==> src/rtl/snd_div_pkg.sv <==
package snd_div_pkg;
  // write-port map
  localparam int A_RELOAD_BASE = 0;
  localparam int A_OPTION      = 4;
  localparam int A_NOISE_MASK  = 5;
  // option byte fields
  localparam int OPT_SLOW_TICK = 0;
  localparam int OPT_HP_CH3    = 1;
  localparam int OPT_HP_CH1    = 2;
  localparam int OPT_JOIN34    = 3;
  localparam int OPT_JOIN12    = 4;
  localparam int OPT_FAST_CH3  = 5;
  localparam int OPT_FAST_CH1  = 6;
  localparam int OPT_POLY_SHORT = 7;
endpackage

==> src/rtl/snd_div_prescaler.sv <==
module snd_div_prescaler #(
  parameter int DIV_FAST = 28,
  parameter int DIV_SLOW = 114
) (
  input  logic clk,
  input  logic rst_n,
  input  logic slow_sel,
  output logic tick
);
  localparam int CW = $clog2(DIV_SLOW);

  logic [CW-1:0] cnt_q, cnt_d, last_val;

  always_comb begin
    last_val = slow_sel ? CW'(DIV_SLOW - 1) : CW'(DIV_FAST - 1);
    tick     = 1'b0;
    cnt_d    = cnt_q + CW'(1);
    // >= keeps a switch to the short ratio from running past the limit
    if (cnt_q >= last_val) begin
      tick  = 1'b1;
      cnt_d = '0;
    end
  end

  always_ff @(posedge clk or negedge rst_n) begin
    if (!rst_n) cnt_q <= '0;
    else        cnt_q <= cnt_d;
  end
endmodule

==> src/rtl/snd_div_poly.sv <==
module snd_div_poly #(
  parameter int SHORT_LEN = 9,
  parameter int SHORT_TAP = 4,
  parameter int LONG_LEN  = 17,
  parameter int LONG_TAP  = 13
) (
  input  logic clk,
  input  logic rst_n,
  input  logic short_sel,
  output logic noise_bit
);
  logic [SHORT_LEN-1:0] sh_q, sh_d;
  logic [LONG_LEN-1:0]  lg_q, lg_d;

  always_comb begin
    sh_d = {sh_q[SHORT_LEN-2:0], sh_q[SHORT_LEN-1] ^ sh_q[SHORT_TAP]};
    lg_d = {lg_q[LONG_LEN-2:0],  lg_q[LONG_LEN-1]  ^ lg_q[LONG_TAP]};
    noise_bit = short_sel ? sh_q[0] : lg_q[0];
  end

  always_ff @(posedge clk or negedge rst_n) begin
    if (!rst_n) begin
      sh_q <= '1;
      lg_q <= '1;
    end else begin
      sh_q <= sh_d;
      lg_q <= lg_d;
    end
  end
endmodule

==> src/rtl/snd_div_pair.sv <==
module snd_div_pair #(
  parameter int DW = 8
) (
  input  logic          clk,
  input  logic          rst_n,
  input  logic          en_lo,
  input  logic          en_hi,
  input  logic          joined,
  input  logic [DW-1:0] rl_lo,
  input  logic [DW-1:0] rl_hi,
  output logic          uf_lo,
  output logic          uf_hi
);
  localparam int                 WW    = 2 * DW;
  localparam logic [WW-1:0]      ONE_W = WW'(1);
  localparam logic [DW-1:0]      ONE_B = DW'(1);

  logic [WW-1:0] cnt_q, cnt_d;

  always_comb begin
    cnt_d = cnt_q;
    uf_lo = 1'b0;
    uf_hi = 1'b0;
    if (joined) begin
      if (en_lo) begin
        uf_lo = (cnt_q[DW-1:0] == '0);
        if (cnt_q == '0) begin
          cnt_d = {rl_hi, rl_lo};
          uf_hi = 1'b1;
        end else begin
          cnt_d = cnt_q - ONE_W;
        end
      end
    end else begin
      if (en_lo) begin
        if (cnt_q[DW-1:0] == '0) begin
          cnt_d[DW-1:0] = rl_lo;
          uf_lo         = 1'b1;
        end else begin
          cnt_d[DW-1:0] = cnt_q[DW-1:0] - ONE_B;
        end
      end
      if (en_hi) begin
        if (cnt_q[WW-1:DW] == '0) begin
          cnt_d[WW-1:DW] = rl_hi;
          uf_hi          = 1'b1;
        end else begin
          cnt_d[WW-1:DW] = cnt_q[WW-1:DW] - ONE_B;
        end
      end
    end
  end

  always_ff @(posedge clk or negedge rst_n) begin
    if (!rst_n) cnt_q <= '0;
    else        cnt_q <= cnt_d;
  end
endmodule

==> src/rtl/quad_tone_divider.sv <==
module quad_tone_divider
  import snd_div_pkg::*;
#(
  parameter int DATA_W   = 8,
  parameter int CH_N     = 4,
  parameter int ADDR_W   = 3,
  parameter int PRE_FAST = 28,
  parameter int PRE_SLOW = 114
) (
  input  logic              clk,
  input  logic              rst_n,
  input  logic              wr_en,
  input  logic [ADDR_W-1:0] wr_addr,
  input  logic [DATA_W-1:0] wr_data,
  output logic [CH_N-1:0]   chan_out
);
  localparam int PAIR_N = CH_N / 2;
  localparam int IDX_W  = $clog2(CH_N);

  // reset: asynchronous assert, synchronous release
  logic [1:0] rst_sync_q;
  logic       rst_int_n;

  always_ff @(posedge clk or negedge rst_n) begin
    if (!rst_n) rst_sync_q <= 2'b00;
    else        rst_sync_q <= {rst_sync_q[0], 1'b1};
  end
  assign rst_int_n = rst_sync_q[1];

  // configuration registers
  logic [DATA_W-1:0] opt_q, opt_d;
  logic [DATA_W-1:0] rl_q [CH_N];
  logic [DATA_W-1:0] rl_d [CH_N];
  logic [CH_N-1:0]   noise_q, noise_d;

  always_comb begin
    opt_d   = opt_q;
    rl_d    = rl_q;
    noise_d = noise_q;
    if (wr_en) begin
      if (wr_addr == ADDR_W'(A_OPTION))
        opt_d = wr_data;
      else if (wr_addr == ADDR_W'(A_NOISE_MASK))
        noise_d = wr_data[CH_N-1:0];
      else if (wr_addr < ADDR_W'(A_RELOAD_BASE + CH_N))
        rl_d[wr_addr[IDX_W-1:0]] = wr_data;
    end
  end

  always_ff @(posedge clk or negedge rst_int_n) begin
    if (!rst_int_n) begin
      opt_q   <= '0;
      noise_q <= '0;
      for (int i = 0; i < CH_N; i++) rl_q[i] <= '0;
    end else begin
      opt_q   <= opt_d;
      noise_q <= noise_d;
      rl_q    <= rl_d;
    end
  end

  // shared timing sources
  logic tick, poly_bit;

  snd_div_prescaler #(.DIV_FAST(PRE_FAST), .DIV_SLOW(PRE_SLOW)) u_pre (
    .clk      (clk),
    .rst_n    (rst_int_n),
    .slow_sel (opt_q[OPT_SLOW_TICK]),
    .tick     (tick)
  );

  snd_div_poly u_poly (
    .clk       (clk),
    .rst_n     (rst_int_n),
    .short_sel (opt_q[OPT_POLY_SHORT]),
    .noise_bit (poly_bit)
  );

  // divider pairs, filters and outputs
  logic [CH_N-1:0]   uf;
  logic [CH_N-1:0]   raw_q, raw_d;
  logic [PAIR_N-1:0] hp_q, hp_d;

  for (genvar p = 0; p < PAIR_N; p++) begin : g_pair
    localparam int FB = (p == 0) ? OPT_FAST_CH1 : OPT_FAST_CH3;
    localparam int JB = (p == 0) ? OPT_JOIN12   : OPT_JOIN34;
    localparam int HB = (p == 0) ? OPT_HP_CH1   : OPT_HP_CH3;

    logic en_lo;
    assign en_lo = opt_q[FB] ? 1'b1 : tick;

    snd_div_pair #(.DW(DATA_W)) u_div (
      .clk    (clk),
      .rst_n  (rst_int_n),
      .en_lo  (en_lo),
      .en_hi  (tick),
      .joined (opt_q[JB]),
      .rl_lo  (rl_q[2*p]),
      .rl_hi  (rl_q[2*p+1]),
      .uf_lo  (uf[2*p]),
      .uf_hi  (uf[2*p+1])
    );

    assign hp_d[p] = uf[2*p+1] ? raw_q[2*p] : hp_q[p];

    assign chan_out[2*p]   = opt_q[JB] ? 1'b0
                                       : (raw_q[2*p] ^ (opt_q[HB] & hp_q[p]));
    assign chan_out[2*p+1] = raw_q[2*p+1];
  end

  always_comb begin
    raw_d = raw_q;
    for (int i = 0; i < CH_N; i++) begin
      if (uf[i]) raw_d[i] = noise_q[i] ? poly_bit : ~raw_q[i];
    end
  end

  always_ff @(posedge clk or negedge rst_int_n) begin
    if (!rst_int_n) begin
      raw_q <= '0;
      hp_q  <= '0;
    end else begin
      raw_q <= raw_d;
      hp_q  <= hp_d;
    end
  end
endmodule

==> config.mk <==
export PLATFORM = sky130hd
export DESIGN_NAME = quad_tone_divider
export DESIGN_NICKNAME = d
export VERILOG_FILES = /design/src/rtl/snd_div_pkg.sv /design/src/rtl/snd_div_prescaler.sv /design/src/rtl/snd_div_poly.sv /design/src/rtl/snd_div_pair.sv /design/src/rtl/quad_tone_divider.sv
export SDC_FILE = /design/constraint.sdc
export NUM_CORES = 1
export LEC_CHECK = 0
export ABC_AREA = 1
export BUFFER_PORTS_ARGS = -buffer_cell sky130_fd_sc_hd__buf_2
export CAP_MARGIN = 30
export CORE_ASPECT_RATIO = 0.9
export CORE_MARGIN = 3
export CORE_UTILIZATION = 50
export DETAILED_ROUTE_END_ITERATION = 10
export PLACE_DENSITY = 0.67
export SLEW_MARGIN = 20
export SYNTH_ARGS = -nofsm -noshare
export SYNTH_HDL_FRONTEND = slang
export SYNTH_SLANG_ARGS = --single-unit
==> constraint.sdc <==
create_clock -name clk -period 4.55 [get_ports clk]
set_clock_uncertainty 0.05 [all_clocks]
set_input_delay 0 -clock clk [delete_from_list [all_inputs] [get_ports clk]]
set_output_delay 0 -clock clk [all_outputs]
set_load 0.005 [all_outputs]
==> impl_metrics.env <==
export IMPL_seq_area_frac_synth_pct=47.76
export IMPL_hold_start="wr_addr[1]"
export IMPL_crit_fanout=13
export IMPL_drt_initial_drc_count=451
export IMPL_placed_cell_area_um2=6385
export IMPL_fp_dieH_um=111.6
export IMPL_wirelength_um=15480
export IMPL_ys_warn_count=0
export IMPL_vdd_ir_drop_max_mv=0.3038
export IMPL_clk_path_buf_depth=2
export IMPL_final_min_clock_period_ns=2.389
export IMPL_syn2layout_area_growth_pct=14.01
export IMPL_grt_use_total_pct=24.02
export IMPL_max_stage_delay_ns=0.40
export IMPL_r2r_worst_path_cells=11
export IMPL_cpMostUsedCell="nand2_1"
export IMPL_whs_endpoint="noise_q[2]$_DFFE_PN0P_"
export IMPL_antenna_found_initial=0
export IMPL_p_leak_nw=3.523
export IMPL_powerDensity_nw_per_um2=600.4
export IMPL_viasPerCell=5.403
export IMPL_hold_path_depth=4
export IMPL_setup_viol=0
export IMPL_drc=0
export IMPL_fin_tns_setup_ns=0
export IMPL_worstSetupEndpointType="flip-flop"
export IMPL_worstReg2RegEnd="raw_q[1]$_DFFE_PN0P_"
export IMPL_syn_area_per_cell_um2=7.578
export IMPL_grt_first_pass_wirelength_um=25850
export IMPL_status="finished clean"
export IMPL_path_class="reg -> reg"
export IMPL_cts_buffers=17
export IMPL_synth_cell_types=39
export IMPL_crit_slowest_cell="dfrtp_1"
export IMPL_layout_setup_ws_ns=2.161
export IMPL_hold_viol_final=0
export IMPL_cp_start_kind="flip-flop"
export IMPL_syn_inst=818
export IMPL_die_width_um=123.4
export IMPL_synth_main_ff_cell="dfrtp_1"
export IMPL_grt_pass1_vias=5192
export IMPL_core_um2=11760
export IMPL_die_area_um2=13770
export IMPL_ant_nets=0
export IMPL_clock_sinks=117
export IMPL_port_buffers=17
export IMPL_grt_max_degree=51
export IMPL_rsz0062_at_grt="false"
export IMPL_initial_utilization_pct=52.71
export IMPL_post_place_ws_ns=2.197
export IMPL_cts_tree="built"
export IMPL_min_path_type="in -> reg"
export IMPL_h_tree_depth=4
export IMPL_dp_final_hpwl_um=10670
export IMPL_ys_ff_latch=117
export IMPL_ys_async_sr_fraction_pct=100.0
export IMPL_crit_path_start="opt_q[0]$_DFFE_PN0P_"
export IMPL_crit_family="simple AND/OR/NAND/NOR gates"
export IMPL_grt_ovfl_total=0
export IMPL_first_pass_iters=5
export IMPL_reg2reg_slack_ns=2.16
export IMPL_io_pins=18
export IMPL_drv_cap=0
export IMPL_crit_chain="inv_1 -> ha_1 -> nand2_1 -> nor2_1 -> nand3_1 -> nand2_2 -> inv_2 -> nand2_1 -> nand3_1 -> nand2_1 -> o21ai_0"
export IMPL_fmax_mhz=418.7
export IMPL_vias=5489
export IMPL_insertion_delay_ns=0.43
export IMPL_seqCellArea_um2=2964
export IMPL_fin_area_um2=7067
export IMPL_relSlewSlack_pct=42.96
export IMPL_antenna_cells=0
export IMPL_synth_fp_nets=843
export IMPL_drive_above_1_share_pct=12.33
export IMPL_multi_input_area_um2=2760
export IMPL_tightestPinTransition_ns=0.8556
export IMPL_gp_congestion=0.8838
export IMPL_clkTransAtPathRegs_ns=0.06
export IMPL_synth_edff_count=0
export IMPL_crit_buf_inv=2
export IMPL_wl_per_cell_um=15.24
export IMPL_nets=872
export IMPL_cts_root_buffer="clkbuf_16"
export IMPL_rows=37
export IMPL_fillCellCount=1073
export IMPL_synth_area_um2=6198
export IMPL_fin_crit_sh_pct=52.50
export IMPL_maxSlewViolCount=0
export IMPL_rr_startpoint="opt_q[0]$_DFFE_PN0P_"
export IMPL_required_ns=4.81
export IMPL_crit_arrival_ns=2.65
[through the flow]
step                      total power, mW  hold slack (ns)  instances  util (%)
after detailed placement            2.905          -0.2598        974     54.30
after global placement              2.848          -0.2619        974     54.30
after floorplan                     2.570          -0.3456        818         -
final                               4.243          0.04133       1016     60.10
after CTS                           4.242          0.02823       1016     60.10
after global routing                4.564           0.1014       1016     60.10
[power by group]
part           switching (mW)  leakage, nW  internal, mW
registers               0.262         1.37          1.28
clock network           0.582        0.282         0.732
logic                   0.899         1.87         0.483
total                    1.74         3.52          2.50
[cell families (layout without fill, tap and decap cells)]
group                      count (synthesis)  after routing  synth area share (%)
muxes                                      3              3                0.4845
and+or+nand+nor                          429            429                 28.68
other                                      1              1               0.06050
DFF                                      117            117                 47.76
adders and majority gates                 11             11                 2.220
xor gates and xnor gates                  13             13                 1.837
AOI/OAI and AO/OA                        129            129                 11.24
buffers and inverters                    115            157                 7.711
[cell type report]
cell class / count / share of cell area (%)
tap: 156 / 2.762
sequential: 117 / 41.94
clock inverter: 15 / 2.213
multi-input combinational: 586 / 39.06
timing repair buffer: 29 / 2.833
inverter: 96 / 5.170
clock buffer: 17 / 6.020
[routing by layer]
| metal | track usage, % | vias up | wire length [µm] |
|---|---|---|---|
| met5 | 0 | - | 0 |
| met4 | 8.561 | 0 | 235 |
| met3 | 4.368 | 18 | 993 |
| met2 | 34.49 | 192 | 6715 |
| met1 | 36.40 | 2619 | 7537 |
| li1 | - | 2660 | - |
[worst min-delay path, cell delays in order]
cell and delay, ns:
buf_2 0.13, nor2_1 0.07, nand2_1 0.17, o21ai_0 0.10
[worst max path at each step]
stage,to,slack [ns],depth (start not counted)
floorplan,g_pair[0].u_div.cnt_q[0]$_DFFE_PN0P_,1.04,0
finish,raw_q[1]$_DFFE_PN0P_,2.16,11
global route,raw_q[2]$_DFFE_PN0P_,1.98,10
global placement,g_pair[1].u_div.cnt_q[0]$_DFFE_PN0P_,2.32,9
CTS,g_pair[1].u_div.cnt_q[0]$_DFFE_PN0P_,2.19,9
detailed placement,raw_q[2]$_DFFE_PN0P_,2.20,10
[sequential cells by signal, indices dropped and copies added, names as in the netlist, 4 cells and up]
| register | count |
|---|---|
| g_pair.u_div.cnt_q | 32 |
| rl_q | 32 |
| u_poly.lg_q | 17 |
| u_poly.sh_q | 9 |
| opt_q | 8 |
| u_pre.cnt_q | 7 |
| noise_q | 4 |
| raw_q | 4 |
[cell usage in the layout (no fill, tap or decap), types with 2 or more instances in the layout]
| cell | netlist | routed |
|---|---|---|
| a22oi_1 | 2 | 2 |
| ha_1 | 11 | 11 |
| clkinvlp_4 | 0 | 2 |
| inv_6 | 1 | 5 |
| buf_2 | 3 | 17 |
| mux2i_1 | 3 | 3 |
| buf_4 | 4 | 2 |
| nor2_2 | 9 | 9 |
| dfstp_2 | 26 | 26 |
| nand3b_1 | 2 | 2 |
| o21ai_2 | 2 | 2 |
| nand2_1 | 253 | 253 |
| inv_1 | 91 | 91 |
| a21oi_1 | 25 | 25 |
| a31oi_1 | 2 | 2 |
| dfrtp_1 | 91 | 90 |
| clkbuf_16 | 0 | 17 |
| nor2_1 | 94 | 94 |
| o21ai_1 | 4 | 4 |
| dlygate4sd3_1 | 0 | 10 |
| nand3_1 | 52 | 52 |
| o21ai_0 | 83 | 83 |
| nand2_2 | 4 | 4 |
| inv_2 | 4 | 4 |
| xnor2_1 | 3 | 3 |
| clkinv_8 | 0 | 2 |
| xor2_1 | 10 | 10 |
| nand2_4 | 3 | 3 |
| nor3_1 | 3 | 3 |
| nor2_4 | 2 | 2 |
| nand4_1 | 5 | 5 |
| inv_8 | 0 | 6 |
| o211ai_1 | 5 | 5 |
[cell usage after synthesis (all sizes together) (2+ instances only)]
master	count	area, µm²
nor3	4	25.02
nand2	260	1008
dfstp	26	683.2
o211ai	5	37.54
nor2	105	431.7
buf	10	78.82
xor2	10	87.58
nand4	5	31.28
o21ai	90	469.2
a21oi	26	133.9
mux2i	3	30.03
ha	11	137.6
a31oi	2	12.51
inv	96	365.3
nand3b	2	15.01
xnor2	3	26.28
clkbuf	9	33.78
dfrtp	91	2277
nand3	52	260.3
a22oi	2	15.01
[repair_timing]
item | in CTS | in global routing
gates resized for setup | 0 | 0
buffers inserted | 0 | 0
hold endpoints to repair | 44 | 0
hold buffers | 10 | 0
No activity file was read; power rests on OpenSTA's default activity.
